==> config.mk <==
export PLATFORM = sky130hd
export DESIGN_NAME = tmr_chan_bank
export DESIGN_NICKNAME = d
export VERILOG_FILES = /design/src/rtl/tmr_pkg.sv /design/src/rtl/tmr_counter.sv /design/src/rtl/tmr_edge_det.sv /design/src/rtl/tmr_channel.sv /design/src/rtl/tmr_chan_bank.sv
export SDC_FILE = /design/constraint.sdc
export NUM_CORES = 1
export LEC_CHECK = 0
export BUFFER_PORTS_ARGS = -buffer_cell sky130_fd_sc_hd__buf_2
export CAP_MARGIN = 0
export CORE_ASPECT_RATIO = 0.8
export CORE_UTILIZATION = 58
export CTS_BUF_LIST = sky130_fd_sc_hd__clkbuf_2
export CTS_CLUSTER_SIZE = 30
export DETAILED_ROUTE_END_ITERATION = 8
export PLACE_DENSITY = 0.79
export SLEW_MARGIN = 5
export SYNTH_ARGS = -nofsm -noshare
export SYNTH_HDL_FRONTEND = slang
export SYNTH_SLANG_ARGS = --single-unit
==> constraint.sdc <==
create_clock -name clk -period 1.9 [get_ports clk]
set_clock_uncertainty 0.2 [all_clocks]
set_input_delay 0.095 -clock clk [delete_from_list [all_inputs] [get_ports clk]]
set_output_delay 0.095 -clock clk [all_outputs]
set_load 0.05 [all_outputs]
==> src/rtl/tmr_pkg.sv <==
package tmr_pkg;
  localparam int NCH = 8;

  localparam int A_EDG_HI = 0;
  localparam int A_EDG_LO = 1;
  localparam int A_ACT_HI = 2;
  localparam int A_ACT_LO = 3;
  localparam int A_MODE   = 4;
  localparam int A_FLAG   = 5;
  localparam int A_MASK   = 6;
  localparam int A_CNT    = 7;

  typedef enum logic [1:0] {
    EDG_OFF  = 2'b00,
    EDG_RISE = 2'b01,
    EDG_FALL = 2'b10,
    EDG_ANY  = 2'b11
  } edge_sel_e;

  typedef enum logic [1:0] {
    ACT_HOLD   = 2'b00,
    ACT_TOGGLE = 2'b01,
    ACT_CLEAR  = 2'b10,
    ACT_SET    = 2'b11
  } out_act_e;

  // Low bit of the code enables rising edges, high bit enables falling edges.
  function automatic logic edge_hit(input logic [1:0] code, input logic rise, input logic fall);
    return (code[0] & rise) | (code[1] & fall);
  endfunction

  function automatic logic act_level(input logic [1:0] code, input logic cur);
    logic nxt;
    case (out_act_e'(code))
      ACT_TOGGLE: nxt = ~cur;
      ACT_CLEAR:  nxt = 1'b0;
      ACT_SET:    nxt = 1'b1;
      default:    nxt = cur;
    endcase
    return nxt;
  endfunction

  function automatic logic pin_released(input logic cap_mode, input logic [1:0] code,
                                        input logic masked);
    return cap_mode && (code == 2'b00) && !masked;
  endfunction
endpackage

==> src/rtl/tmr_counter.sv <==
module tmr_counter #(
  parameter int CW = 16
) (
  input  logic          clk,
  input  logic          rst_n,
  input  logic          tick,
  output logic [CW-1:0] cnt,
  output logic          adv
);
  function automatic logic [CW-1:0] next_count(input logic [CW-1:0] c);
    return c + {{(CW-1){1'b0}}, 1'b1};
  endfunction

  always_ff @(posedge clk) begin
    if (!rst_n) begin
      cnt <= '0;
      adv <= 1'b0;
    end else begin
      adv <= tick;
      if (tick) cnt <= next_count(cnt);
    end
  end
endmodule

==> src/rtl/tmr_edge_det.sv <==
module tmr_edge_det (
  input  logic clk,
  input  logic rst_n,
  input  logic pin,
  output logic rise,
  output logic fall
);
  logic sync1, sync2, prev;

  always_ff @(posedge clk) begin
    if (!rst_n) begin
      sync1 <= 1'b0;
      sync2 <= 1'b0;
      prev  <= 1'b0;
    end else begin
      sync1 <= pin;
      sync2 <= sync1;
      prev  <= sync2;
    end
  end

  assign rise = sync2 & ~prev;
  assign fall = ~sync2 & prev;
endmodule

==> src/rtl/tmr_channel.sv <==
module tmr_channel
  import tmr_pkg::*;
#(
  parameter int CW = 16
) (
  input  logic          clk,
  input  logic          rst_n,
  input  logic [CW-1:0] cnt,
  input  logic          cnt_adv,
  input  logic          pin,
  input  logic          cap_mode,
  input  logic [1:0]    edg_code,
  input  logic [1:0]    act_code,
  input  logic          data_we,
  input  logic [CW-1:0] data_wd,
  input  logic          flag_clr,
  output logic [CW-1:0] data_q,
  output logic          flag_q,
  output logic          out_q,
  output logic          cap_evt,
  output logic          match_evt
);
  logic rise, fall;

  tmr_edge_det i_edge (
    .clk  (clk),
    .rst_n(rst_n),
    .pin  (pin),
    .rise (rise),
    .fall (fall)
  );

  assign cap_evt   = cap_mode & edge_hit(edg_code, rise, fall);
  // The match uses the stored value, so a write in the same cycle does not affect it.
  assign match_evt = ~cap_mode & cnt_adv & (cnt == data_q);

  always_ff @(posedge clk) begin
    if (!rst_n) begin
      data_q <= '0;
      flag_q <= 1'b0;
      out_q  <= 1'b0;
    end else begin
      if (cap_evt)      data_q <= cnt;
      else if (data_we) data_q <= data_wd;

      if (cap_evt || match_evt) flag_q <= 1'b1;
      else if (flag_clr)        flag_q <= 1'b0;

      if (match_evt) out_q <= act_level(act_code, out_q);
    end
  end
endmodule

==> src/rtl/tmr_chan_bank.sv <==
module tmr_chan_bank
  import tmr_pkg::*;
#(
  parameter int CW = 16
) (
  input  logic          clk,
  input  logic          rst_n,
  input  logic          tick,
  input  logic [7:0]    pin_in,
  input  logic          wr_en,
  input  logic [3:0]    addr,
  input  logic [CW-1:0] wr_data,
  output logic [CW-1:0] rd_data,
  output logic [7:0]    cmp_out,
  output logic [7:0]    pin_drive,
  output logic [7:0]    flag,
  output logic [1:0]    pa_release
);
  localparam int DSEL = $clog2(NCH);
  localparam int AW   = DSEL + 1;
  localparam int CV   = 2 * NCH;

  logic [CW-1:0]           cnt_q;
  logic                    cnt_adv;
  logic [CV-1:0]           edg_q;
  logic [CV-1:0]           act_q;
  logic [NCH-1:0]          mode_q;
  logic                    mask_hi_q, mask_lo_q;
  logic [NCH-1:0][CW-1:0]  data_all;
  logic [NCH-1:0]          cap_evt, match_evt;

  function automatic logic hit(input logic [AW-1:0] a, input int target);
    return wr_en && !a[AW-1] && (a[DSEL-1:0] == DSEL'(target));
  endfunction

  tmr_counter #(.CW(CW)) i_cnt (
    .clk  (clk),
    .rst_n(rst_n),
    .tick (tick),
    .cnt  (cnt_q),
    .adv  (cnt_adv)
  );

  always_ff @(posedge clk) begin
    if (!rst_n) begin
      edg_q     <= '0;
      act_q     <= '0;
      mode_q    <= '0;
      mask_hi_q <= 1'b0;
      mask_lo_q <= 1'b0;
    end else begin
      if (hit(addr, A_EDG_HI)) edg_q[CV-1:NCH] <= wr_data[NCH-1:0];
      if (hit(addr, A_EDG_LO)) edg_q[NCH-1:0]  <= wr_data[NCH-1:0];
      if (hit(addr, A_ACT_HI)) act_q[CV-1:NCH] <= wr_data[NCH-1:0];
      if (hit(addr, A_ACT_LO)) act_q[NCH-1:0]  <= wr_data[NCH-1:0];
      if (hit(addr, A_MODE))   mode_q          <= wr_data[NCH-1:0];
      if (hit(addr, A_MASK)) begin
        mask_hi_q <= wr_data[NCH-1];
        mask_lo_q <= wr_data[0];
      end
    end
  end

  for (genvar i = 0; i < NCH; i++) begin : g_ch
    logic masked;
    if (i == 0) begin : g_lo
      assign masked = mask_lo_q;
    end else if (i == NCH - 1) begin : g_hi
      assign masked = mask_hi_q;
    end else begin : g_none
      assign masked = 1'b0;
    end

    tmr_channel #(.CW(CW)) i_chan (
      .clk      (clk),
      .rst_n    (rst_n),
      .cnt      (cnt_q),
      .cnt_adv  (cnt_adv),
      .pin      (pin_in[i]),
      .cap_mode (mode_q[i]),
      .edg_code (edg_q[2*i+1 -: 2]),
      .act_code (act_q[2*i+1 -: 2]),
      .data_we  (wr_en && addr[AW-1] && (addr[DSEL-1:0] == DSEL'(i))),
      .data_wd  (wr_data),
      .flag_clr (hit(addr, A_FLAG) && wr_data[i]),
      .data_q   (data_all[i]),
      .flag_q   (flag[i]),
      .out_q    (cmp_out[i]),
      .cap_evt  (cap_evt[i]),
      .match_evt(match_evt[i])
    );

    assign pin_drive[i] = ~pin_released(mode_q[i], act_q[2*i+1 -: 2], masked);
  end

  assign pa_release = {~pin_drive[NCH-1], ~pin_drive[0]};

  always_comb begin
    rd_data = '0;
    if (addr[AW-1]) begin
      rd_data = data_all[addr[DSEL-1:0]];
    end else begin
      case (int'(addr[DSEL-1:0]))
        A_EDG_HI: rd_data = CW'(edg_q[CV-1:NCH]);
        A_EDG_LO: rd_data = CW'(edg_q[NCH-1:0]);
        A_ACT_HI: rd_data = CW'(act_q[CV-1:NCH]);
        A_ACT_LO: rd_data = CW'(act_q[NCH-1:0]);
        A_MODE:   rd_data = CW'(mode_q);
        A_FLAG:   rd_data = CW'(flag);
        A_MASK:   rd_data = CW'({mask_hi_q, {(NCH-2){1'b0}}, mask_lo_q});
        default:  rd_data = cnt_q;
      endcase
    end
  end
endmodule

==> After elaboration in Yosys (flattened, before gate mapping) <==
Cells that the tools add are included.
{ "classes": {"add_sub_neg": 1, "reduce_logical": 87, "n_bitwise": 104, "order_cmp": 1, "eq_ne": 39, "n_mux": 44} }
{ "ops": {"columns": ["cell", "n"], "rows": [
  ["16-bit two-way mux", 18],
  ["16-bit equality test", 8],
  ["16-bit one-hot mux with 7 select lines", 1],
  ["1-bit bitwise AND", 56],
  ["16-bit binary-select mux with 3-bit select", 1],
  ["1-bit inverter", 40],
  ["1-bit logical AND", 35],
  ["2-bit equality test (second input constant)", 16],
  ["2-bit nonzero test", 16],
  ["1-bit one-hot mux with 3 select lines", 8],
  ["3-bit nonzero test", 8],
  ["16-bit by 1-bit adder with 16-bit output (second input constant)", 1],
  ["2-bit by 1-bit equality test with 1-bit output (second input constant)", 8],
  ["2-bit logical NOT", 8],
  ["1-bit two-way mux", 16],
  ["2-bit AND reduction", 8],
  ["3-bit equality test (second input constant)", 4],
  ["1-bit logical OR", 8],
  ["1-bit bitwise OR", 8],
  ["3-bit by 2-bit equality test with 1-bit output (second input constant)", 2],
  ["3-bit by 4-bit < comparator with 1-bit output (second input constant)", 1],
  ["3-bit by 1-bit equality test with 1-bit output (second input constant)", 1],
  ["1-bit logical NOT", 3],
  ["3-bit logical NOT", 1]
]} }
{ "totals": {"out_inout_bits": 42, "word_cells": 333, "ff_bits": 227, "input_bits": 32} }

==> Longest topological paths before layout <==
Gate-level depths: netlist of the first run.
{ "logic_depth": {"ltp_word": 7, "ltp_mapped": 9, "mapped_depth_nobuf": 6} }

==> Modules after synthesis <==
A second synthesis of the first run with hierarchy kept.
{ "hier_totals": {"hier_cells": 1439, "area_unflattened_um2": 13501.7} }
{ "modules_own_cells": {"columns": ["module", "n_inst", "area_per_inst_um2", "cells_each", "seq_area_each_um2"], "rows": [
  ["tmr_channel", 8, 1064.8, 113, 360.3],
  ["tmr_chan_bank", 1, 3467.1, 385, 840.8],
  ["tmr_counter", 1, 785.8, 86, 340.3],
  ["tmr_edge_det", 8, 91.3, 8, 60.1]
]} }

==> Least setup slack after synthesis of the first run <==
Ideal clock, no wire load.
{ "synth_timing": {"path_type": "input -> output", "start": "input addr[0]", "end": "output rd_data[4]", "path_buffers": 3, "slack_ps": -684, "t_arrival_ps": 2289, "t_required_ps": 1605, "path_stages": 8, "path_cell_list": "buf_2 > buf_6 > buf_2 > nor2_1 > nand2_1 > a21boi_0 > a221oi_1 > o31ai_1"} }
{ "synth_via": {"elab_chain_cells": 3, "word_cells_on_any_way": 11, "cone_classes": "eq/ne: 6; mux: 4; reduce/logical: 1"} }
{ "synth_lines": {"columns": ["element", "line", "text"], "rows": [
  ["from (decl)", "tmr_chan_bank.sv:11", "input logic [3:0] addr,"],
  ["3-bit equality test (tied with other cells)", "tmr_chan_bank.sv:103", "case (int'(addr[DSEL-1:0]))"],
  ["16-bit one-hot mux with 7 select lines or 16-bit two-way mux (tied branches)", "tmr_chan_bank.sv:103, tmr_chan_bank.sv:101", null],
  ["16-bit two-way mux *", "tmr_chan_bank.sv:100", "if (addr[AW-1]) begin"],
  ["to (decl)", "tmr_chan_bank.sv:13", "output logic [CW-1:0] rd_data,"]
]} }
Every way passes the cells marked *; elsewhere a longest branch is shown, timed or not. The select of a mux whose other input is x is not followed.

==> Worst setup path in the final report of the first run <==
{ "layout_timing": {"start": "register g_ch[7].i_chan.data_q[3]", "end": "output rd_data[3]"} }
{ "layout_via": {"elab_chain_cells": 3} }
{ "layout_lines": {"columns": ["element", "line", "text"], "rows": [
  ["from (decl)", "tmr_channel.sv:17", "output logic [CW-1:0] data_q,"],
  ["from (signal assigned)", "tmr_channel.sv:43", "if (cap_evt) data_q <= cnt;"],
  ["from (signal assigned)", "tmr_channel.sv:44", "else if (data_we) data_q <= data_wd;"],
  ["16-bit binary-select mux with 3-bit select", "tmr_chan_bank.sv:101", "rd_data = data_all[addr[DSEL-1:0]];"],
  ["16-bit two-way mux (implied by the code)", "tmr_chan_bank.sv:101", null],
  ["16-bit two-way mux", "tmr_chan_bank.sv:100", null]
]} }
No other way between the ends. The select of a mux whose other input is x is not followed.

==> results.txt, run 1 <==
FF-to-FF End - g_ch[5].i_chan.out_q$_SDFFE_PN0P_
Tot GR Track Use - 40.30%
final cycle utilization of the critical path - 139.1%
r2r worst-path depth - 8
CTS max path bufs - 3
IO buf count - 73
max frequency - 378.4 MHz
Req. time, crit path - 1600 ps
unrepaired setup endpoints after global routing - yes
worst slew pin tran - 535.2 ps
I/O pin count - 74
P per Cell Area - 573.6 nW/um^2
die footprint - 23810 sq um
Avg WL per Cell - 23.40 um
initial antenna violation count - 2
DRT Wirelength - 49080 um
top post-synthesis cells by area - dfxtp_1, o211a_1, xnor2_1
DP HPWL - 32060 um
worst hold slack - 33.97 ps
CTS buffer count - 55
final net count - 1788
worst path buffer plus inverter count - 2
Clk pin slew, worst setup/hold paths - 130 ps
Die Span X - 172.3 um
CTS tree - yes
Post-Layout Inst Area - 17040 sq um
failing checks - setup timing
Yosys top cell by area - dfxtp_1
Yosys reg bits - 227
fraction of layout cells with a size suffix above 1 - 32.57%
Placeable Area - 22620 sq um
crit-path leading delay family - multiplexers
Worst path slowest cell - mux4_2
most common cell in the netlist - nand2_1
synthesized area per cell - 8.703 sq um
Pins Over Slew Limit - 0
fin worst setup slack - -742.8 ps
Worst setup EP type - output pin
register area share after synthesis - 33.78%
Critical Path Start - g_ch[7].i_chan.data_q[3]$_SDFFE_PN0P_
FF-to-FF Start - i_cnt.cnt[13]$_SDFFE_PN0P_
Max IR drop VDD - 0.0004850 V
worst reg2reg setup slack - -40 ps
Clock Sinks - 227
Ys Warns - 0
worst hold endpoint - edg_q[8]$_SDFFE_PN0P_
cells after synthesis - 1546
Via-to-Cell Ratio - 6.515
min-delay src - rst_n
drt first pass iters - 5
Area growth syn-to-layout - 26.68%
Async S/R FF share, synth - 0%
gpl congestion - 0.9825
WHS Path Cells - 3
peak fanout along the critical path - 2
Die Span Y - 138.2 um
share of the synthesized area in the top cell type - 33.78%
outcome - finished, violations left
max-cap viol count - 0
Antenna Nets Post-Route - 0
CP arrival - 2350 ps
first-pass GRT wire length - 73610 um
Synth top cells by count - nand2_1, dfxtp_1, o211a_1
largest net degree at the start of global routing - 68
Cell Chain, Critical Path - mux4_2 -> mux2i_2 -> buf_4 -> a21oi_4 -> buf_6
Remaining DRCs - 0
minimum clock period - 2643 ps
total number of vias - 13660
final-report hold violation count - 0
EDFF count, synth - 0
slowest stage delay, CP - 530 ps
slew margin rel. - 64.32%
vias in the first global route - 12820
total global routing overflow - 0
clk root buf - clkbuf_2
Post-synth top flop - dfxtp_1
Initial DRC Count - 2007
clock insertion delay at the later pin of the skew report - 860 ps
H-tree depth - 2
kind of critical path - reg -> out
Placed Cells - 1904
Post-Syn Nets - 1579
Startpoint Class - flip-flop
setup violators final - 25
Min-Delay Path Class - in -> reg
Mapped Area - 13450 sq um
row count - 49
Pleak - 8.412 nW
Layout fillers - 1582
total design power - 9.777 mW
initial cell density of the core - 59.47%
Layout Cells excl Fill - 2097
Netlist cell types - 52
placed cell areas - 14860 sq um
## through the flow
step           utilization, %  setup TNS, ps  worst slack, ps
6_report                75.34         -12690           -742.8
5_1_grt                 75.34         -13910           -759.0
4_1_cts                 73.15         -26410           -757.0
3_5_place_dp            65.70          -2136           -110.5
3_3_place_gp            65.70          -1813           -154.7
2_1_floorplan               -          -1793           -262.1
## cell type report
| class | instances | area [sq um] | share of cell area [%] |
|---|---|---|---|
| Multi-Input combinational cell | 1138 | 8491 | 49.82 |
| Sequential cell | 227 | 4687 | 27.50 |
| Timing Repair Buffer | 327 | 2977 | 17.46 |
| Clock buffer | 81 | 405.4 | 2.379 |
| Tap cell | 306 | 382.9 | 2.246 |
| Clock inverter | 11 | 68.82 | 0.4038 |
| Inverter | 6 | 30.03 | 0.1762 |
| Antenna cell | 1 | 2.502 | 0.01468 |
## sequential cells by signal, summed over array words and instances (netlist names)
| register | flops |
|---|---|
| g_ch.i_chan.out_q | 8 |
| mode_q | 8 |
| g_ch.i_chan.i_edge.sync2 | 8 |
| g_ch.i_chan.i_edge.prev | 8 |
| g_ch.i_chan.i_edge.sync1 | 8 |
| g_ch.masked | 2 |
| act_q | 16 |
| i_cnt.cnt | 16 |
| g_ch.i_chan.flag_q | 8 |
| i_cnt.adv | 1 |
| edg_q | 16 |
| g_ch.i_chan.data_q | 128 |
## tightest hold or removal path, cell delays in order
cell and delay [ps]:
dlygate4sd3_1 560, buf_6 230, a21boi_0 160
## worst max-delay path by stage
stage | to | cells past startpoint | slack, ps
2_1_floorplan | rd_data[4] | 8 | -260
3_3_place_gp | rd_data[4] | 8 | -150
3_5_place_dp | g_ch[7].i_chan.out_q$_SDFFE_PN0P_ | 8 | -110
4_1_cts | rd_data[1] | 5 | -760
5_1_grt | rd_data[3] | 5 | -760
6_report | rd_data[3] | 5 | -740
## layout by cell type, fill, tap and decap left out, types with 29 or more instances in the layout
master         count
o21ai_0           93
o211a_1          128
nand4_1           41
dfxtp_2           75
nor2b_1           29
buf_2             42
buf_6             29
dlygate4sd3_1     52
mux2i_1           69
and2_1            38
xnor2_1          108
nand2_1          230
clkbuf_2          81
dfxtp_1          139
mux4_2            34
nand3_1          109
a21boi_0          34
buf_4            169
## where the power goes
part           internal (mW)  switching, mW
Combinational          0.641          0.892
Sequential              4.83         0.0892
Clock                   1.25           2.07
## repair_timing
action | CTS | global route
endpoints found under the setup margin | 37 | 118
hold endpoints to repair | 227 | 0
cloned | 0 | 2
hold buffers | 55 | 0
gates resized for setup | 170 | 105
setup buffers | 29 | 19
pin swaps | 10 | 10
## cells by family (layout without fill, tap and decap cells)
family	after synthesis	after routing	synth area share, %
adder cells (fa/ha/maj)	1	1	0.09298
other	0	1	0
buffers and inverters	181	425	6.287
flip-flops	227	227	33.78
AND/OR/NAND/NOR	555	555	20.15
AO/OA/AOI/OAI	322	322	18.30
multiplexers	122	122	12.41
XOR/XNOR	138	138	8.984
## metal layers
metal  share of wire [%]  up-vias  GRT usage (%)
met5                   0        -              0
met3                  13      169          9.104
li1                    -     5909              -
met2                  43     1027          58.93
met1                  40     6556          57.58
met4                 4.1        0          15.09
No activity file was read; power rests on OpenSTA's default activity.
==> run 2, diff against run 1 <==
--- a/config.mk
+++ b/config.mk
@@ -8,7 +8,7 @@
 export BUFFER_PORTS_ARGS = -buffer_cell sky130_fd_sc_hd__buf_2
 export CAP_MARGIN = 0
 export CORE_ASPECT_RATIO = 0.8
-export CORE_UTILIZATION = 58
+export CORE_UTILIZATION = 60
 export CTS_BUF_LIST = sky130_fd_sc_hd__clkbuf_2
 export CTS_CLUSTER_SIZE = 30
 export DETAILED_ROUTE_END_ITERATION = 8
==> constraint.sdc (replaced) <==
create_clock -name clk -period 3 [get_ports clk]
set_clock_uncertainty 0.2 [all_clocks]
set_input_delay 0.15 -clock clk [delete_from_list [all_inputs] [get_ports clk]]
set_output_delay 0.15 -clock clk [all_outputs]
set_load 0.05 [all_outputs]
==> run 2 against run 1 <==
  * The flow now finishes without violations
  * Global-route usage shrank 2.8 points
  * Sequential share of layout area increased by 3.0 points
  * Die area shrank 3.3%
  * Power is 40% lower
  * Critical path type unchanged
  * Register-to-register slack better by 410 ps
  * Count of clock-buffer cells in the layout fell by 1
  * Wire length down 12%
==> results.txt, run 2 (synthesis gave the netlist of run 1 again) <==
outcome - finished clean
WHS Path Cells - 5 (+2)
CTS buffer count - 54 (-1.8%)
FF-to-FF Start - i_cnt.cnt[1]$_SDFFE_PN0P_
CTS max path bufs - 3 (unchanged)
H-tree depth - 2 (unchanged)
vias in the first global route - 11930 (-6.9%)
max frequency - 338.8 MHz
most common cell after layout, fill and taps aside - nand2_1
setup bufs post-CTS - 0 (-100%)
setup violators final - 0 (-100%)
Req. time, crit path - 2650 ps (+1050 ps)
largest net degree at the start of global routing - 79 (+16%)
CP arrival - 2600 ps (+250 ps)
Pleak - 7.350 nW (-13%)
peak fanout along the critical path - 13 (+11)
Clock Sinks - 227 (unchanged)
CTS tree - yes
largest register by flop count - g_ch.i_chan.data_q
initial cell density of the core - 61.71% (+2.2 points)
unrepaired setup endpoints after global routing - no
Final Core Density - 68.28% (-7.1 points)
min-delay src - addr[2]
I/O pin count - 74 (unchanged)
total global routing overflow - 0 (unchanged)
initial antenna violation count - 1 (-1)
total design power - 5.849 mW (-40%)
Clk pin slew, worst setup/hold paths - 110 ps (-20 ps)
r2r worst-path depth - 6 (-2)
Pins Over Slew Limit - 0 (unchanged)
worst hold endpoint - mode_q[1]$_SDFFE_PN0P_
IO buf count - 73 (unchanged)
Startpoint Class - flip-flop
Avg WL per Cell - 22.21 um (-5.1%)
die footprint - 23030 sq um (-3.3%)
Tot GR Track Use - 37.50% (-2.8 points)
row count - 48 (-2.0%)
clk root buf - clkbuf_2
Antenna Nets Post-Route - 0 (unchanged)
Initial DRC Count - 1704 (-15%)
worst slew pin tran - 1178 ps (+643.0 ps)
worst reg2reg setup slack - 370 ps (+410 ps)
most frequent cells in the layout - nand2_1, dfxtp_1, o211a_1, xnor2_1, nand3_1
drt first pass iters - 6 (+1)
minimum clock period - 2951 ps
final net count - 1651 (-7.7%)
DP HPWL - 28910 um (-9.8%)
clock insertion delay at the later pin of the skew report - 830 ps (-30 ps)
worst hold slack - 82.51 ps (+48.54 ps)
gpl congestion - 0.9631 (-2.0%)
Setup TNS - 0 ps (+12690 ps)
max-cap viol count - 0 (unchanged)
final cycle utilization of the critical path - 98.38%
Area growth syn-to-layout - 10.64%
total number of vias - 12660 (-7.3%)
max reg flops - 128 (unchanged)
Via-to-Cell Ratio - 6.486 (-0.44%)
Remaining DRCs - 0 (unchanged)
Max IR drop VDD - 0.0003198 V (-34%)
kind of critical path - reg -> out
Die Span Y - 135.9 um (-1.7%)
first-pass GRT wire length - 66400 um (-9.8%)
Die Span X - 169.4 um (-1.7%)
P per Cell Area - 392.9 nW/um^2 (-32%)
Layout fillers - 1785 (+13%)
Placeable Area - 21800 sq um (-3.6%)
fraction of layout cells with a size suffix above 1 - 17.69% (-15 points)
DRT Wirelength - 43360 um (-12%)
FF-to-FF End - g_ch[6].i_chan.out_q$_SDFFE_PN0P_
final-report hold violation count - 0 (unchanged)
Min-Delay Path Class - in -> reg
Worst setup EP type - output pin
slew margin rel. - 21.16% (-43 points)
-- run 2: cell count changes in the layout (fill, tap and decap cells not counted), moves of 19 or more --
cell | previous run | this run
buf_12 | 25 | 4
nand2_1 | 230 | 249
buf_4 | 169 | 64
dfxtp_1 | 139 | 225
dfxtp_2 | 75 | 2
buf_2 | 42 | 71
buf_6 | 29 | 1
-- run 2: per-layer routing --
layer	vias to the layer above	part of all wire, %	track usage (%)
li1	5630	-	-
met1	6020	40	51.29
met2	858	43	54.98
met3	152	13	10.48
met4	0	3.9	16.77
met5	-	0	0
-- run 2: worst max-delay path: stages, from the launching register on --
cell	delay, ps
dfxtp_1	810
buf_4	250
nor2_1	50
o31ai_1	330
buf_2	340
-- run 2: stage by stage --
stage	worst slack [ps]	instances	instance area (sq um)
detailed placement	510.6	1811	13930
CTS	38.16	1951	14880
global placement	558.9	1811	13930
finish	48.51	1952	14890
floorplan	306.5	1546	13450
global route	13.06	1952	14890
-- run 2: area by class of cell --
type,instances,area [sq um],area share [%]
Multi-Input combinational cell,1138,8064,54.17
Sequential cell,227,4547,30.55
Inverter,6,22.52,0.1513
Tap cell,300,375.4,2.522
Timing Repair Buffer,191,1438,9.658
Antenna cell,1,2.502,0.01681
Clock buffer,80,400.4,2.690
Clock inverter,9,36.28,0.2438
-- run 2: where the power goes --
part           total (mW)  internal, mW  switching, mW
Combinational       0.757         0.282          0.475
Clock                1.95         0.697           1.26
Sequential           3.14          3.07         0.0698
-- run 2: how the worst max path moves through the flow --
stage,to,slack [ps],depth (start not counted),from
finish,rd_data[4],50,4,i_cnt.cnt[4]$_SDFFE_PN0P_
global placement,g_ch[0].i_chan.data_q[10]$_SDFFE_PN0P_,560,7,addr[1]
CTS,rd_data[11],40,3,i_cnt.cnt[11]$_SDFFE_PN0P_
floorplan,rd_data[4],310,8,addr[0]
detailed placement,g_ch[1].i_chan.out_q$_SDFFE_PN0P_,510,6,i_cnt.cnt[9]$_SDFFE_PN0P_
global route,rd_data[4],10,4,i_cnt.cnt[4]$_SDFFE_PN0P_
-- run 2: timing repair --
item / 4_1_cts / 5_1_grt
hold buffers: 51 / 0
endpoints found under the hold margin: 227 / 0
pin swaps: 0 / 0
resized for setup: 1 / 1
gates cloned: 0 / 0
endpoints found under the setup margin: 1 / 1
